### config.mk
export PLATFORM = sky130hd
export DESIGN_NAME = bus_xcvr_parity
export DESIGN_NICKNAME = d
export VERILOG_FILES = /design/src/rtl/xcvr_par_pkg.sv /design/src/rtl/xcvr_mode_dec.sv /design/src/rtl/xcvr_parity_core.sv /design/src/rtl/xcvr_port_steer.sv /design/src/rtl/bus_xcvr_parity.sv
export SDC_FILE = /design/constraint.sdc
export NUM_CORES = 1
export LEC_CHECK = 0
export CAP_MARGIN = 20
export CORE_AREA = 2 2 39 41
export DETAILED_ROUTE_END_ITERATION = 12
export DIE_AREA = 0 0 41 43
export PLACE_DENSITY_LB_ADDON = 0.25
export SETUP_SLACK_MARGIN = 0.3
export SLEW_MARGIN = 5
export SYNTH_ARGS = -nofsm -noshare
export SYNTH_HDL_FRONTEND = slang
export SYNTH_SLANG_ARGS = --single-unit
### constraint.sdc
create_clock -name vclk -period 2.39
set_input_delay 0.478 -clock vclk [all_inputs]
set_output_delay 0.478 -clock vclk [all_outputs]
set_load 0.01 [all_outputs]
### src/rtl/xcvr_par_pkg.sv
package xcvr_par_pkg;
    typedef enum logic [1:0] {
        LINK_OFF  = 2'd0,
        LINK_SEND = 2'd1,
        LINK_RECV = 2'd2
    } link_mode_e;
endpackage

### src/rtl/xcvr_mode_dec.sv
module xcvr_mode_dec
    import xcvr_par_pkg::*;
(
    input  logic       dis,
    input  logic       dir_tx,
    output link_mode_e mode
);
    always_comb begin
        if (dis)         mode = LINK_OFF;
        else if (dir_tx) mode = LINK_SEND;
        else             mode = LINK_RECV;
    end

    // a disabled link never reports an active mode
    always_comb begin
        if (dis) assert_off_when_disabled_R3: assert (mode == LINK_OFF);
    end
endmodule

### src/rtl/xcvr_parity_core.sv
module xcvr_parity_core #(
    parameter int WIDTH = 8
) (
    input  logic [WIDTH-1:0] gen_word,
    input  logic [WIDTH-1:0] chk_word,
    input  logic             chk_bit,
    input  logic             odd_sel,
    output logic             gen_bit,
    output logic             chk_ok
);
    logic gen_xor;
    logic chk_xor;

    always_comb begin
        gen_xor = ^gen_word;
        chk_xor = (^chk_word) ^ chk_bit;
        gen_bit = gen_xor ^ odd_sel;
        chk_ok  = (chk_xor == odd_sel);
    end
endmodule

### src/rtl/xcvr_port_steer.sv
module xcvr_port_steer
    import xcvr_par_pkg::*;
#(
    parameter int WIDTH = 8
) (
    input  link_mode_e       mode,
    input  logic [WIDTH-1:0] a_in,
    input  logic [WIDTH-1:0] b_in,
    input  logic             gen_bit,
    input  logic             chk_ok,
    output logic [WIDTH-1:0] a_out,
    output logic             a_drv,
    output logic [WIDTH-1:0] b_out,
    output logic             b_drv,
    output logic             par_out,
    output logic             par_drv,
    output logic             err_n_out,
    output logic             err_drv
);
    localparam logic [WIDTH-1:0] ZERO_W = '0;

    always_comb begin
        a_out     = ZERO_W;
        a_drv     = 1'b0;
        b_out     = ZERO_W;
        b_drv     = 1'b0;
        par_out   = 1'b0;
        par_drv   = 1'b0;
        err_n_out = 1'b0;
        err_drv   = 1'b0;
        unique case (mode)
            LINK_SEND: begin
                b_out   = a_in;
                b_drv   = 1'b1;
                par_out = gen_bit;
                par_drv = 1'b1;
            end
            LINK_RECV: begin
                a_out     = b_in;
                a_drv     = 1'b1;
                err_n_out = chk_ok;
                err_drv   = 1'b1;
            end
            default: begin
                a_drv = 1'b0;
            end
        endcase
    end

    // the two ports are never driven together
    always_comb begin
        assert_one_port_driven_R1: assert (!(a_drv && b_drv));
    end
    // the error pin and the parity output never drive together
    always_comb begin
        assert_err_idle_in_send_R8: assert (!(par_drv && err_drv));
    end
endmodule

### src/rtl/bus_xcvr_parity.sv
module bus_xcvr_parity
    import xcvr_par_pkg::*;
#(
    parameter int WIDTH = 8
) (
    input  logic [WIDTH-1:0] a_in,
    output logic [WIDTH-1:0] a_out,
    output logic             a_drv,
    input  logic [WIDTH-1:0] b_in,
    output logic [WIDTH-1:0] b_out,
    output logic             b_drv,
    input  logic             par_in,
    output logic             par_out,
    output logic             par_drv,
    output logic             err_n_out,
    output logic             err_drv,
    input  logic             dir_tx,
    input  logic             dis,
    input  logic             odd_sel
);
    link_mode_e mode;
    logic       gen_bit;
    logic       chk_ok;

    xcvr_mode_dec u_mode (
        .dis    (dis),
        .dir_tx (dir_tx),
        .mode   (mode)
    );

    xcvr_parity_core #(.WIDTH(WIDTH)) u_par (
        .gen_word (a_in),
        .chk_word (b_in),
        .chk_bit  (par_in),
        .odd_sel  (odd_sel),
        .gen_bit  (gen_bit),
        .chk_ok   (chk_ok)
    );

    xcvr_port_steer #(.WIDTH(WIDTH)) u_steer (
        .mode      (mode),
        .a_in      (a_in),
        .b_in      (b_in),
        .gen_bit   (gen_bit),
        .chk_ok    (chk_ok),
        .a_out     (a_out),
        .a_drv     (a_drv),
        .b_out     (b_out),
        .b_drv     (b_drv),
        .par_out   (par_out),
        .par_drv   (par_drv),
        .err_n_out (err_n_out),
        .err_drv   (err_drv)
    );

    // disable releases every pin
    always_comb begin
        if (dis) assert_all_released_R3: assert (!a_drv && !b_drv && !par_drv && !err_drv);
    end
    // A plus the driven parity bit meets the selected parity
    always_comb begin
        if (par_drv) assert_gen_meets_sel_R5: assert ((^{a_in, par_out}) == odd_sel);
    end
    // driven error flag agrees with the parity of B plus the incoming bit
    always_comb begin
        if (err_drv) assert_check_matches_R7: assert (err_n_out == ((^{b_in, par_in}) == odd_sel));
    end
    // no error drive while transmitting
    always_comb begin
        if (dir_tx) assert_err_hiz_tx_R8: assert (!err_drv);
    end
endmodule

# Word-level counts from Yosys, hierarchy flattened
# Index checks and enable logic that the tools add are counted.
# word_totals
regBits	0
out_inout_bits	22
# op_classes
eq_ne	3
muxes	8
bitwise_logic	2
reduce_logical	2
# ops
cell	count
two-way mux 8 bit	2
parity 8 bit	2
two-way mux 1 bit	4
two-way mux 2 bit	2
equality test 2 x 1 -> 1 bit, second input constant	1
equality test 2 bit, second input constant	1
XOR 1 bit	2
equality test 1 bit	1

# Depth between registers and ports, before layout
# depth
ltp_word	4
ltp_mapped	4

# By module
# A second synthesis with hierarchy kept.
# unflattened
hier_cells	43
hier_area_um2	399.1
# by_module_without_submodules
module	n_inst	cells_each	area_per_inst_um2
xcvr_port_steer	1	26	222.7
xcvr_parity_core	1	15	158.9
xcvr_mode_dec	1	2	17.5

# Least setup slack after synthesis
# No wires, ideal clock.
# synth_path
path_kind	input to output
start	in b_in[2]
end	out err_n_out
arrival_ns	1.407
t_required_ns	1.912
path_slack_ns	0.505
cell_stages	4
path_cell_list	xnor2_1 -> xnor3_1 -> xnor2_1 -> nor3_1
# synth_via
elab_chain_cells	4
# synth_lines
element	line	source
start, declared	bus_xcvr_parity.sv:9	input logic [WIDTH-1:0] b_in,
parity 8 bit	xcvr_parity_core.sv:16	chk_xor = (^chk_word) ^ chk_bit;
XOR 1 bit	xcvr_parity_core.sv:16	
equality test 1 bit	xcvr_parity_core.sv:18	chk_ok = (chk_xor == odd_sel);
two-way mux 1 bit	xcvr_port_steer.sv:31	unique case (mode)
end, declared	bus_xcvr_parity.sv:15	output logic err_n_out,
# No other way between the ends.

# Final worst setup path
# layout_path
start	in dir_tx
end	out b_out[2]
# layout_via
elab_chain_cells	4
# layout_lines
element	line	source
start, declared	bus_xcvr_parity.sv:17	input logic dir_tx,
two-way mux 2 bit	xcvr_mode_dec.sv:10	else if (dir_tx) mode = LINK_SEND;
two-way mux 2 bit	xcvr_mode_dec.sv:9	if (dis) mode = LINK_OFF;
equality test 2 x 1 -> 1 bit	xcvr_port_steer.sv:31	
two-way mux 8 bit	xcvr_port_steer.sv:31	
end, declared	bus_xcvr_parity.sv:10	output logic [WIDTH-1:0] b_out,
# No other way between the ends.

==> flow_metrics.py <==
metrics = {
    "critical_path": {
        "critical_path.max_fanout": 9,
        "startpoint_type": "input port",
        "slowest_delay_ps": 270,
        "crit_path_top_delay_cell": "dlygate4sd2_1",
        "crit_type": "in -> out",
        "cp.required_ps": 1910,
        "crit_path_end_kind": "output pin",
        "worst_ep_arrival_time_ps": 1560,
        "cp_cell_sequence": "dlygate4sd2_1, nor2b_1, buf_4, buf_4, and2_1, dlygate4sd2_1",
    },
    "yosys": {
        "netlist_area_um2": 307,
        "synth_common_cells": "17 x and2_1, 12 x xnor2_1, 2 x buf_4, 2 x xnor3_1",
        "synthDistinctLibCells": 9,
        "yosys-top-cells-area": "and2_1 35%, xnor2_1 34%, xnor3_1 15%",
        "synth_top_area_share_pct": 34.7,
        "yosysMostFrequentCell": "and2_1",
        "yosysSeqAreaShare_pct": 0,
        "syn-num-nets": 58,
        "synth_largest_area_cell": "and2_1",
        "synth_cells": 38,
        "yosys_warnings": 0,
        "syn-mean-instance-area_um2": 8.07,
    },
    "routing": {
        "first_pass_iters": 1,
        "post_drt_wl_per_cell_um": 9.36,
        "via_per_inst": 4.00,
        "drt_iter0_markers": 0,
        "wirelength_um": 899,
        "dr_total_vias": 384,
        "drcViolationCount": 0,
        "postRouteAntennaNets": 0,
    },
    "timing": {
        "min_period_ps": 2040,
        "fin_ws_ps": 350,
        "whs_ps": 1370,
        "clock.fmax_mhz": 490,
        "layout_worst_path_cycle_share_pct": 85.3,
        "worst_slew_pin_slew_ps": 165,
        "grt_setup_unrepaired": "no",
        "relSlewSlack_pct": 88.9,
        "setup_viol": 0,
        "drv_slew": 0,
        "fin_tns_setup_ps": 0,
        "hold_viol": 0,
    },
    "place": {
        "gp_congestion": 0.567,
        "pre_cts_slack_ps": -510,
        "dp_cells": 95,
        "portBuffers": 42,
        "hpwlAfterDp_um": 781,
    },
    "die": {
        "die_h_um": 43,
        "core_um2": 1380,
        "dieArea_um2": 1760,
        "ios": 42,
        "die_w_um": 41,
        "start_util_pct": 22.2,
        "num_rows": 14,
    },
    "final_layout": {
        "clkbuf_count": 0,
        "area_growth_syn_to_layout_pct": 138,
        "multiInputGateArea_um2": 318,
        "post-route-util_pct": 52.7,
        "design.seq.count": 0,
        "ff_latch_area_um2": 0,
        "nets": 102,
        "fin_cells": 96,
        "fillers": 146,
        "n_antenna_cell": 0,
        "layout-drive-gt1-share_pct": 22.5,
    },
    "global_route": {
        "grt_pass1_wl_um": 1350,
        "grt_overflow": 0,
        "grt_pass1_vias": 375,
        "grt_antenna_before_repair": 0,
        "grt_max_degree": 11,
        "grt.total_usage_pct": 10.0,
    },
    "min_path": {
        "min_path_cells": 3,
        "hold_path_startpoint": "dir_tx",
        "worstHoldPathType": "in -> out",
        "hold_end": "err_n_out",
    },
    "outcome": {
        "status": "finished, final reports clean",
    },
    "flow_run": {
        "cap_violations": 0,
    },
    "power": {
        "powerDensity_nw_per_um2": 200,
        "ir_drop_v": 0.000106,
        "leakage_nw": 0.441,
    },
    "clock_network": {
        "ctsHoldBuffers": 0,
    },
}
[placed cells by master (no fill, tap or decap)]
cell type | netlist | routed
and2_1 | 17 | 17
buf_2 | 0 | 5
buf_4 | 2 | 3
buf_6 | 1 | 3
clkbuf_2 | 0 | 2
clkdlybuf4s15_1 | 0 | 1
clkdlybuf4s50_1 | 0 | 3
dlygate4sd2_1 | 0 | 24
dlymetal6s2s_1 | 0 | 4
nor2_1 | 1 | 1
nor2b_1 | 1 | 1
nor3_1 | 1 | 1
xnor2_1 | 12 | 8
xnor2_2 | 0 | 4
xnor3_1 | 2 | 2
xor2_2 | 0 | 1
[power by group]
part | internal (mW) | total, mW | switching [mW] | leakage, nW
Combinational | 0.0917 | 0.146 | 0.0539 | 0.441
Clock | 0 | 0 | 0 | 0
Sequential | 0 | 0 | 0 | 0
Total | 0.0917 | 0.146 | 0.0539 | 0.441
[critical path: cells and delay by family]
kind | cells | cell delay (ps)
buf+inv | 4 | 800
simple gates | 2 | 270
[worst max path at each step]
| stage | start | end |
|---|---|---|
| final | dir_tx | b_out[2] |
| after global routing | dir_tx | b_out[2] |
| after CTS | a_in[0] | par_out |
| after detailed placement | odd_sel | par_out |
| after global placement | odd_sel | par_out |
| after floorplan | b_in[2] | err_n_out |
[layer usage]
layer | GRT usage, % | part of all wire [%] | vias up
met2 | 20.0 | 51 | 24
li1 | - | - | 199
met1 | 10.8 | 35 | 161
met5 | 0 | 0 | -
met4 | 0 | 0 | 0
met3 | 1.05 | 14 | 0
[repair_timing]
action	in CTS	in global routing
pin swaps	13	11
resized for setup	58	18
setup buffers	1	0
setup endpoints to repair	22	4
[layout make-up]
cell class,instances,share of cell area [%]
Timing Repair Buffer,45,53.7
Tap cell,16,2.74
Multi-Input combinational cell,35,43.6
[logic make-up after synthesis]
| family | share of synthesized area [%] |
|---|---|
| XOR/XNOR | 51.8 |
| buffers and inverters | 8.57 |
| AND/OR/NAND/NOR | 39.6 |
[metrics by stage]
| step | power, mW | cell area [um2] |
|---|---|---|
| floorplan | 0.0818 | 307 |
| global placement | 0.160 | 736 |
| detailed placement | 0.162 | 736 |
| CTS | 0.146 | 709 |
| global route | 0.157 | 729 |
| finish | 0.146 | 729 |
(Power assumes the default switching activity.)
